**src/rtl/bank_trk_pkg.sv**
```systemverilog
package bank_trk_pkg;
  typedef enum logic [2:0] {
    CMD_NOP = 3'd0,
    CMD_ACT = 3'd1,
    CMD_RD  = 3'd2,
    CMD_WR  = 3'd3,
    CMD_PRE = 3'd4,
    CMD_MRS = 3'd5
  } cmd_e;
endpackage

```
**src/rtl/bank_slot.sv**
```systemverilog
module bank_slot #(
  parameter int unsigned ROW_W = 13,
  parameter int unsigned CNT_W = 3
) (
  input  logic             clk_i,
  input  logic             rst_ni,
  input  logic             act_i,
  input  logic [ROW_W-1:0] row_i,
  input  logic             ap_load_i,
  input  logic [CNT_W-1:0] ap_clks_i,
  input  logic             close_i,
  output logic             open_o,
  output logic [ROW_W-1:0] row_o,
  output logic             ap_pend_o
);
  logic [CNT_W-1:0] ap_cnt_q;

  always_ff @(posedge clk_i or negedge rst_ni) begin
    if (!rst_ni) begin
      open_o   <= 1'b0;
      row_o    <= '0;
      ap_cnt_q <= '0;
    end else if (close_i) begin
      open_o   <= 1'b0;
      ap_cnt_q <= '0;
    end else begin
      if (act_i) begin
        open_o <= 1'b1;
        row_o  <= row_i;
      end
      if (ap_load_i) begin
        ap_cnt_q <= ap_clks_i;
      end else if (ap_cnt_q != '0) begin
        ap_cnt_q <= ap_cnt_q - 1'b1;
        // self-timed close on the last burst clock
        if (ap_cnt_q == CNT_W'(1)) open_o <= 1'b0;
      end
    end
  end

  assign ap_pend_o = (ap_cnt_q != '0);
endmodule

```
**src/rtl/burst_timer.sv**
```systemverilog
module burst_timer #(
  parameter int unsigned CNT_W = 3
) (
  input  logic             clk_i,
  input  logic             rst_ni,
  input  logic             load_i,
  input  logic [CNT_W-1:0] clks_i,
  output logic             busy_o
);
  logic [CNT_W-1:0] cnt_q;

  always_ff @(posedge clk_i or negedge rst_ni) begin
    if (!rst_ni)              cnt_q <= '0;
    else if (load_i)          cnt_q <= clks_i;
    else if (cnt_q != '0)     cnt_q <= cnt_q - 1'b1;
  end

  assign busy_o = (cnt_q != '0);
endmodule

```
**src/rtl/bank_row_tracker.sv**
```systemverilog
module bank_row_tracker
  import bank_trk_pkg::*;
#(
  parameter int unsigned NBANK    = 4,
  parameter int unsigned ROW_W    = 13,
  parameter int unsigned MAX_CLKS = 4,
  localparam int unsigned BANK_W  = $clog2(NBANK),
  localparam int unsigned CNT_W   = $clog2(MAX_CLKS + 1)
) (
  input  logic                   clk_i,
  input  logic                   rst_ni,
  input  logic [2:0]             cmd_i,
  input  logic [BANK_W-1:0]      bank_i,
  input  logic [ROW_W-1:0]       row_i,
  input  logic                   auto_pre_i,
  input  logic                   pre_all_i,
  input  logic [1:0]             burst_len_i,
  output logic [NBANK-1:0]       bank_open_o,
  output logic [NBANK*ROW_W-1:0] open_row_o,
  output logic                   row_hit_o,
  output logic                   illegal_o,
  output logic                   all_idle_o
);
  cmd_e cmd;
  logic [NBANK-1:0] ap_pend;
  logic [ROW_W-1:0] rows [NBANK];
  logic [CNT_W-1:0] burst_clks;
  logic is_act, is_rw, is_pre, is_mrs;
  logic sel_open, sel_pend;
  logic bad_act, bad_rw, bad_mrs, go_rw;
  logic busy;

  assign cmd    = cmd_e'(cmd_i);
  assign is_act = (cmd == CMD_ACT);
  assign is_rw  = (cmd == CMD_RD) || (cmd == CMD_WR);
  assign is_pre = (cmd == CMD_PRE);
  assign is_mrs = (cmd == CMD_MRS);

  assign sel_open = bank_open_o[bank_i];
  assign sel_pend = ap_pend[bank_i];

  // two beats per clock
  always_comb begin
    case (burst_len_i)
      2'd2:    burst_clks = CNT_W'(2);
      2'd3:    burst_clks = CNT_W'(4);
      default: burst_clks = CNT_W'(1);
    endcase
  end

  assign bad_act = is_act & sel_open;
  assign bad_rw  = is_rw & (~sel_open | sel_pend);
  assign bad_mrs = is_mrs & ~all_idle_o;
  assign go_rw   = is_rw & ~bad_rw;

  for (genvar b = 0; b < NBANK; b++) begin : g_bank
    logic hit_b;
    assign hit_b = (bank_i == BANK_W'(b));
    bank_slot #(.ROW_W(ROW_W), .CNT_W(CNT_W)) u_slot (
      .clk_i     (clk_i),
      .rst_ni    (rst_ni),
      .act_i     (is_act & ~sel_open & hit_b),
      .row_i     (row_i),
      .ap_load_i (go_rw & auto_pre_i & hit_b),
      .ap_clks_i (burst_clks),
      .close_i   (is_pre & (pre_all_i | hit_b)),
      .open_o    (bank_open_o[b]),
      .row_o     (rows[b]),
      .ap_pend_o (ap_pend[b])
    );
    assign open_row_o[b*ROW_W +: ROW_W] = rows[b];
  end

  burst_timer #(.CNT_W(CNT_W)) u_burst (
    .clk_i  (clk_i),
    .rst_ni (rst_ni),
    .load_i (go_rw),
    .clks_i (burst_clks),
    .busy_o (busy)
  );

  always_ff @(posedge clk_i or negedge rst_ni) begin
    if (!rst_ni) illegal_o <= 1'b0;
    else         illegal_o <= bad_act | bad_rw | bad_mrs;
  end

  assign all_idle_o = ~|bank_open_o & ~busy;
  assign row_hit_o  = sel_open & (rows[bank_i] == row_i);
endmodule

```
**config.mk**
```make
export PLATFORM = sky130hd
export DESIGN_NAME = bank_row_tracker
export DESIGN_NICKNAME = d
export VERILOG_FILES = /design/src/rtl/bank_trk_pkg.sv /design/src/rtl/bank_slot.sv /design/src/rtl/burst_timer.sv /design/src/rtl/bank_row_tracker.sv
export SDC_FILE = /design/constraint.sdc
export NUM_CORES = 1
export LEC_CHECK = 0
export BUFFER_PORTS_ARGS = -buffer_cell sky130_fd_sc_hd__buf_4
export CORE_UTILIZATION = 35
export CTS_BUF_LIST = sky130_fd_sc_hd__clkbuf_4
export CTS_CLUSTER_DIAMETER = 120
export DETAILED_ROUTE_END_ITERATION = 7
export GPL_ROUTABILITY_DRIVEN = 0
export SLEW_MARGIN = 40
export SYNTH_ARGS = -nofsm -noshare
export SYNTH_HDL_FRONTEND = slang
export SYNTH_SLANG_ARGS = --single-unit
```
**constraint.sdc**
```tcl
create_clock -name clk_i -period 2.34 [get_ports clk_i]
set_input_delay 0 -clock clk_i [delete_from_list [all_inputs] [get_ports clk_i]]
set_output_delay 0 -clock clk_i [all_outputs]
set_load 0.05 [all_outputs]
```
==> results of run 1 <==
-- timing repair --
action | in CTS | in global routing
pin swaps | 4 | 0
endpoints found under the hold margin | 140 | 0
gates cloned | 0 | 0
buffers inserted | 6 | 0
setup endpoints to repair | 1 | 3
hold buffers | 20 | 0
gates resized for setup | 2 | 4
-- per-layer routing --
layer | wire [um] | up-vias
met2 | 4630 | 78
met1 | 4250 | 1410
met4 | 58 | 0
li1 | - | 1359
met5 | 0 | -
met3 | 588 | 4
-- how the worst min path moves through the flow --
stage,from,to,cells after the start
floorplan,rst_ni,g_bank[0].u_slot.ap_cnt_q[0],0
global placement,rst_ni,g_bank[2].u_slot.row_o[9],1
detailed placement,rst_ni,g_bank[2].u_slot.row_o[9],1
CTS,auto_pre_i,g_bank[2].u_slot.ap_cnt_q[2],5
global route,rst_ni,g_bank[2].u_slot.row_o[9],2
finish,rst_ni,g_bank[2].u_slot.row_o[9],2
-- power groups by stage --
stage	sequential [W]	combinational [W]	clock, W
after detailed placement	0.00212	0.00368	0
final	0.00209	0.00377	0.000907
after CTS	0.00208	0.00380	0.000930
after global placement	0.00210	0.00362	0
after floorplan	0.00320	0.00151	0
after global routing	0.00216	0.00405	0.000990
-- critical path: cells and delay by family (launching register included) --
| family | cells | cell delay, ns |
|---|---|---|
| buffers and inverters | 1 | 0.20 |
| AOI/OAI and AO/OA | 1 | 0.37 |
| muxes | 1 | 0.50 |
| xor gates and xnor gates | 1 | 0.18 |
| DFF | 1 | 0.40 |
| and+or+nand+nor | 2 | 0.28 |
-- area by class of cell --
class	instances	area (sq um)	area share
well taps	140	175	0.0339
repair buffers	123	1010	0.195
flip-flops and latches	72	1800	0.348
clock inverters	7	96.3	0.0186
inverters	14	52.6	0.0102
multi-input cells	212	1970	0.381
clock buffers	9	67.6	0.0131
-- cell families after synthesis --
family | count (synthesis) | synth area share
compound gates | 31 | 0.0557
xor+xnor | 17 | 0.0383
fa+ha+maj | 14 | 0.0451
buf+inv | 27 | 0.0383
flops | 72 | 0.463
mux | 82 | 0.265
simple gates | 68 | 0.0943
-- metrics by stage --
| stage | cells | setup WS [ns] |
|---|---|---|
| floorplan | 311 | 0.105 |
| global placement | 535 | 0.208 |
| detailed placement | 535 | 0.151 |
| CTS | 577 | 0.0125 |
| global route | 577 | -0.106 |
| finish | 577 | 0.0112 |
-- Yosys cell counts, drive strengths merged --
| cell type | count | area, sq um |
|---|---|---|
| o2111ai | 1 | 8.76 |
| a32o | 1 | 10.0 |
| a311o | 1 | 10.0 |
| inv | 13 | 48.8 |
| o2bb2ai | 1 | 8.76 |
| a22oi | 1 | 7.51 |
| nand4 | 1 | 6.26 |
| o21ai | 10 | 50.1 |
| xnor2 | 16 | 140 |
| ha | 14 | 175 |
| nor2b | 6 | 37.5 |
| or4 | 1 | 7.51 |
| nand2b | 3 | 18.8 |
| clkbuf | 2 | 7.51 |
| clkinv | 1 | 3.75 |
| o211ai | 1 | 7.51 |
| a2111oi | 1 | 8.76 |
| dfrtp | 72 | 1800 |
| a211oi | 2 | 20.0 |
| nand2 | 17 | 63.8 |
| nand3 | 3 | 15.0 |
| mux2 | 57 | 642 |
| nor4 | 2 | 12.5 |
| a21oi | 2 | 10.0 |
| a31oi | 1 | 6.26 |
| or3b | 1 | 11.3 |
| nand3b | 1 | 7.51 |
| nand4b | 2 | 17.5 |
| o21a | 3 | 22.5 |
| buf | 11 | 88.8 |
| a21boi | 2 | 15.0 |
| a221oi | 1 | 8.76 |
| nor3 | 6 | 52.6 |
| mux2i | 14 | 140 |
| mux4 | 11 | 248 |
| o22ai | 2 | 12.5 |
| nor3b | 2 | 15.0 |
| o211a | 1 | 10.0 |
| nor2 | 23 | 101 |
| xor2 | 1 | 8.76 |
-- state kept, by name, indices dropped and copies added (netlist names) --
signal	flops
u_burst.cnt_q	3
g_bank.u_slot.open_o	4
g_bank.u_slot.ap_cnt_q	12
illegal_o	1
g_bank.u_slot.row_o	52
==> results_dict.tcl, run 1 <==
set metrics [dict create \
    cpMaxStageDelayCell "mux4_2" \
    syn_to_final_growth_pct 33.0 \
    fin_util 0.477 \
    r2r-end "g_bank[0].u_slot.row_o[10]" \
    htree_levels 3 \
    ys_seq_area_frac 0.463 \
    fin_area_sq_mm 0.00517 \
    syn_area_per_cell_sq_um 12.5 \
    grt_pass1_vias 2931 \
    fill_cells 1020 \
    p_sw_w 0.00311 \
    yosysWarnings 0 \
    tightest_slew_ns 0.655 \
    pwr-share-comb 0.558 \
    cp-end-kind "output port" \
    drtPass1Iterations 5 \
    path_cells "mux4_2 -> xnor2_2 -> nand2_1 -> a311o_1 -> nor4_4 -> buf_6" \
    insertion_delay_ns 0.42 \
    critPathKind "flip-flop to output port" \
    hold_path.class "input pin to async pin" \
    ys_types 45 \
    intPower_w 0.00365 \
    die_h_um 107 \
    cts_tree "done" \
    post_drt_wl_per_cell_um 16.5 \
    vias_per_cell 4.94 \
    period_needed_ns 2.33 \
    gr-usage-met1 0.226 \
    via_count 2851 \
    grt_use_met2 0.298 \
    crit_end "row_hit_o" \
    grt_max_degree 73 \
    grt_util_all_layers 0.178 \
    drtIter0Drc 113 \
    power.total_w 0.00677 \
    layout-drive-gt1-share 0.453 \
    cts_sinks 72 \
    rows 38 \
    rsz0062_at_grt "true" \
    leakagePower_nw 2.38 \
    nNetsFinal 470 \
    pin_count 83 \
    ir_worst_vdd_mv 0.683 \
    start_util 0.359 \
    report.final.slew_viol_count 0 \
    max_freq_mhz 429 \
    relSlewSlack 0.564 \
    numCtsBuffers 9 \
    final_cell_mix "buf_4 (99), dfrtp_1 (72), mux2_2 (57)" \
    clkPwrFrac 0.134 \
    final_common_cell "buf_4" \
    start_kind "flip-flop" \
    diodes 0 \
    antenna_found_initial 0 \
    fin_skew_ns 0.0175 \
    postRouteAntennaNets 0 \
    r2r_cells 5 \
    holdWs_ns 0.148 \
    use_met3 0.0551 \
    grt_pass1_wl_um 15400 \
    hold_viol 0 \
    clk_pin_slew_ns 0.13 \
    cap_violations 0 \
    cts_buffer_depth 2 \
    root_buffer "clkbuf_4" \
    period_share 0.995 \
    status "complete, no violations" \
    post-route-drc-count 0 \
    dp_hpwl_um 6800 \
    setup_viol 0 \
    cp_max_fo 2 \
    max_stage_delay_ns 0.50 \
    crit_start "g_bank[3].u_slot.row_o[12]" \
    rr_startpoint "g_bank[0].u_slot.open_o" \
    crit_arrival_ns 2.33 \
    placed_cell_area_sq_mm 0.00474 \
    power_frac_seq 0.308 \
    cellPowerDensity_mw_per_mm2 1310 \
    r2r_slack_ns 0.14 \
    required_ns 2.34 \
    core_sq_mm 0.0108 \
    fin_tns_setup_ns 0 \
    grt_overflow 0 \
    die_area_sq_mm 0.0115 \
    syn_inst 311 \
    drt-total-wl_um 9530 \
    ys_seq_elements 72 \
    synthesis.nets 349 \
    busiest_layer "met2" \
    switching_share 0.460 \
    die_w_um 107 \
    port_buffers 82 \
    synth.cell_area_sq_mm 0.00389 \
]
(Power assumes the default switching activity.)
==> run 2, diff against run 1 <==
Settings changed: HOLD_SLACK_MARGIN set to 0.1, SYNTH_HIERARCHICAL set to 1.
==> run 2 against run 1 <==
  * The flow now finishes with violations (DRC, setup timing)
  * Register-to-register slack lost 0.35 ns
  * Critical path depth is the same
  * Via count grew 18%
  * Cell count grew 16%
  * Final area grew 27%
  * Non-clock buffer count grew 69
  * Die area grew 9.2%
  * Sequential share of layout area shrank 7.2 points
  * Global-route usage grew 2.1 points
  * First-iteration DRC count grew 20%
  * Largest cell class unchanged
==> results_dict.tcl, run 2 <==
set metrics [dict create \
    yosysTopAreaCell "dfrtp_1" \
    regMostFlops "g_bank.u_slot/row_o" \
    ys_seq_area_frac 0.424 \
    numCtsBuffers 9 \
    syn_to_final_growth_pct 53.9 \
    hold_path.class "input pin to async pin" \
    grt_util_all_layers 0.199 \
    ys_top_cells_by_area "dfrtp_1 (42%), mux2_4 (14%), mux4_1 (4.3%)" \
    critPathBufInv 1 \
    cp_max_fo 3 \
    via_count 3359 \
    grt_max_degree 73 \
    post_drt_wl_per_cell_um 18.1 \
    setup_viol 28 \
    start_kind "flip-flop" \
    ys_seq_elements 72 \
    leakagePower_nw 2.98 \
    relSlewSlack 0.515 \
    period_share 1.15 \
    holdWs_ns 0.114 \
    critPathKind "flip-flop to output port" \
    clk_pin_slew_ns 0.13 \
    cellPowerDensity_mw_per_mm2 1210 \
    required_ns 2.34 \
    synth.cell_area_sq_mm 0.00425 \
    vias_per_cell 5.04 \
    reg_top3 "g_bank.u_slot/row_o: 52 flops, g_bank.u_slot/ap_cnt_q: 12 flops, g_bank.u_slot/open_o: 4 flops" \
    pin_count 83 \
    htree_levels 3 \
    grt_pass1_wl_um 19300 \
    hold_viol 0 \
    fill_cells 997 \
    max_freq_mhz 372 \
    grt_pass1_vias 3639 \
    seq_area_sq_mm 0.00181 \
    diodes 0 \
    die_w_um 112 \
    period_needed_ns 2.69 \
    drtPass1Iterations 7 \
    rsz0062_at_grt "true" \
    nNetsFinal 557 \
    fin_skew_ns 0.0177 \
    cts_sinks 72 \
    final.setup.worst_slack_ns -0.349 \
    post-route-drc-count 3 \
    ys_top_cells_by_count "dfrtp_1 (72), mux2_4 (40), nor2b_1 (24)" \
    syn_area_per_cell_sq_um 13.0 \
    dp_hpwl_um 7650 \
    root_buffer "clkbuf_4" \
    final_common_cell "buf_4" \
    drtIter0Drc 136 \
    report.final.slew_viol_count 0 \
    yosysWarnings 6 \
    multi_input_area_sq_mm 0.00271 \
    path_cells "mux4_2 -> xnor2_2 -> o211ai_1 -> or4_4 -> a2111oi_4 -> buf_6" \
    ir_worst_vdd_mv 0.770 \
    status "complete, but fails checks" \
    drt-total-wl_um 12100 \
    ys_types 47 \
    cp-end-kind "output port" \
    synth_edf_count 0 \
    cap_violations 0 \
    cpMaxStageDelayCell "or4_4" \
    insertion_delay_ns 0.45 \
    grt_overflow 0 \
    cts_buffer_depth 2 \
    synthesis.nets 364 \
    ys_async_sr_fraction 1.00 \
    cts_tree "done" \
    postRouteAntennaNets 0 \
    antenna_found_initial 0 \
    layout-drive-gt1-share 0.611 \
    max_stage_delay_ns 0.57 \
    start_util 0.366 \
    syn_inst 326 \
    crit_family "simple AND/OR/NAND/NOR gates" \
    final_cell_mix "buf_4 (156), dfrtp_1 (68), mux2_4 (49)" \
    core_sq_mm 0.0116 \
    largest_reg_flops 52 \
    tightest_slew_ns 0.725 \
    failed_checks "DRC, setup timing" \
    yosys.cell_count.top_type "dfrtp_1" \
    dpl_worst_slack_ns -0.342 \
    die_area_sq_mm 0.0126 \
    die_h_um 112 \
    rows 39 \
    port_buffers 82 \
    synth-main-ff-cell "dfrtp_1" \
    synth_top_area_frac 0.424 \
    crit_arrival_ns 2.69 \
]
==> run 2: changes by cell type after synthesis, sizes merged, moves of 4 or more <==
cell     before  now
o21ai        10    1
mux2         57   52
nor4b         0   11
xor2          1    6
a311oi        0    8
nor2         23   19
inv          13   18
or3b          1    6
nand2b        3   11
nand2        17    5
a2111oi       1   10
nor2b         6   28
xnor2        16    6
==> run 2: layer usage <==
metal | GRT usage | vias up | share of wire
li1 | - | 1578 | -
met1 | 0.253 | 1710 | 0.43
met2 | 0.345 | 53 | 0.52
met3 | 0.0292 | 18 | 0.024
met4 | 0.0711 | 0 | 0.024
met5 | 0 | - | 0
==> run 2: final timing paths <==
kind	end	from	slack [ns]	cells past startpoint
hold reg to reg	g_bank[3].u_slot/row_o[7]	g_bank[3].u_slot/row_o[7]	0.53	1
hold / removal	g_bank[3].u_slot/ap_cnt_q[1]	rst_ni	0.11	2
setup reg to reg	g_bank[1].u_slot/ap_cnt_q[0]	g_bank[0].u_slot/ap_cnt_q[0]	-0.21	12
min in group clk_i	g_bank[1].u_slot/ap_cnt_q[2]	cmd_i[0]	0.23	5
max in group asynchronous	g_bank[1].u_slot/open_o	rst_ni	1.68	2
setup / recovery	row_hit_o	g_bank[2].u_slot/row_o[4]	-0.35	6
==> run 2: layout make-up <==
| type | count | share of cell area |
|---|---|---|
| clock buffer | 10 | 0.0115 |
| clock inverter | 6 | 0.0103 |
| tap | 143 | 0.0274 |
| timing repair buffer | 192 | 0.248 |
| inverter | 18 | 0.0115 |
| multi-input combinational | 226 | 0.415 |
| sequential | 72 | 0.276 |
==> run 2: cells by family (layout without fill, tap and decap cells) <==
family | Yosys count | in the layout | synth area share
AO/OA/AOI/OAI | 36 | 36 | 0.0748
XOR/XNOR | 12 | 12 | 0.0247
adder cells (fa/ha/maj) | 14 | 14 | 0.0412
buffers and inverters | 28 | 226 | 0.0409
flip-flops | 72 | 72 | 0.424
multiplexers | 73 | 73 | 0.255
AND/OR/NAND/NOR | 91 | 91 | 0.139
==> run 2: repair_timing <==
action / CTS / global route
hold buffers: 22 / 0
setup endpoints to repair: 18 / 36
endpoints found under the hold margin: 138 / 0
setup buffers: 25 / 11
pin swaps: 20 / 25
gates resized for setup: 55 / 41
cloned: 1 / 2
==> run 2: stage by stage <==
stage                     cell area [sq um]  std cells  utilization  TNS, ns  total power, W
final                                  6540        667        0.563    -2.62         0.00794
after global routing                   6540        667        0.563    -5.94         0.00838
after CTS                              6260        656        0.539    -1.80         0.00761
after detailed placement               5450        593        0.470    -2.87         0.00622
after global placement                 5450        593        0.469    -1.57         0.00613
after floorplan                        4330        326            -    -3.81         0.00475
==> run 2: report_power, final <==
| group | internal [W] | total, W | switching, W |
|---|---|---|---|
| logic | 0.00242 | 0.00499 | 0.00257 |
| registers | 0.00173 | 0.00210 | 0.000372 |
| clock network | 0.000343 | 0.000841 | 0.000499 |
| total | 0.00449 | 0.00794 | 0.00344 |
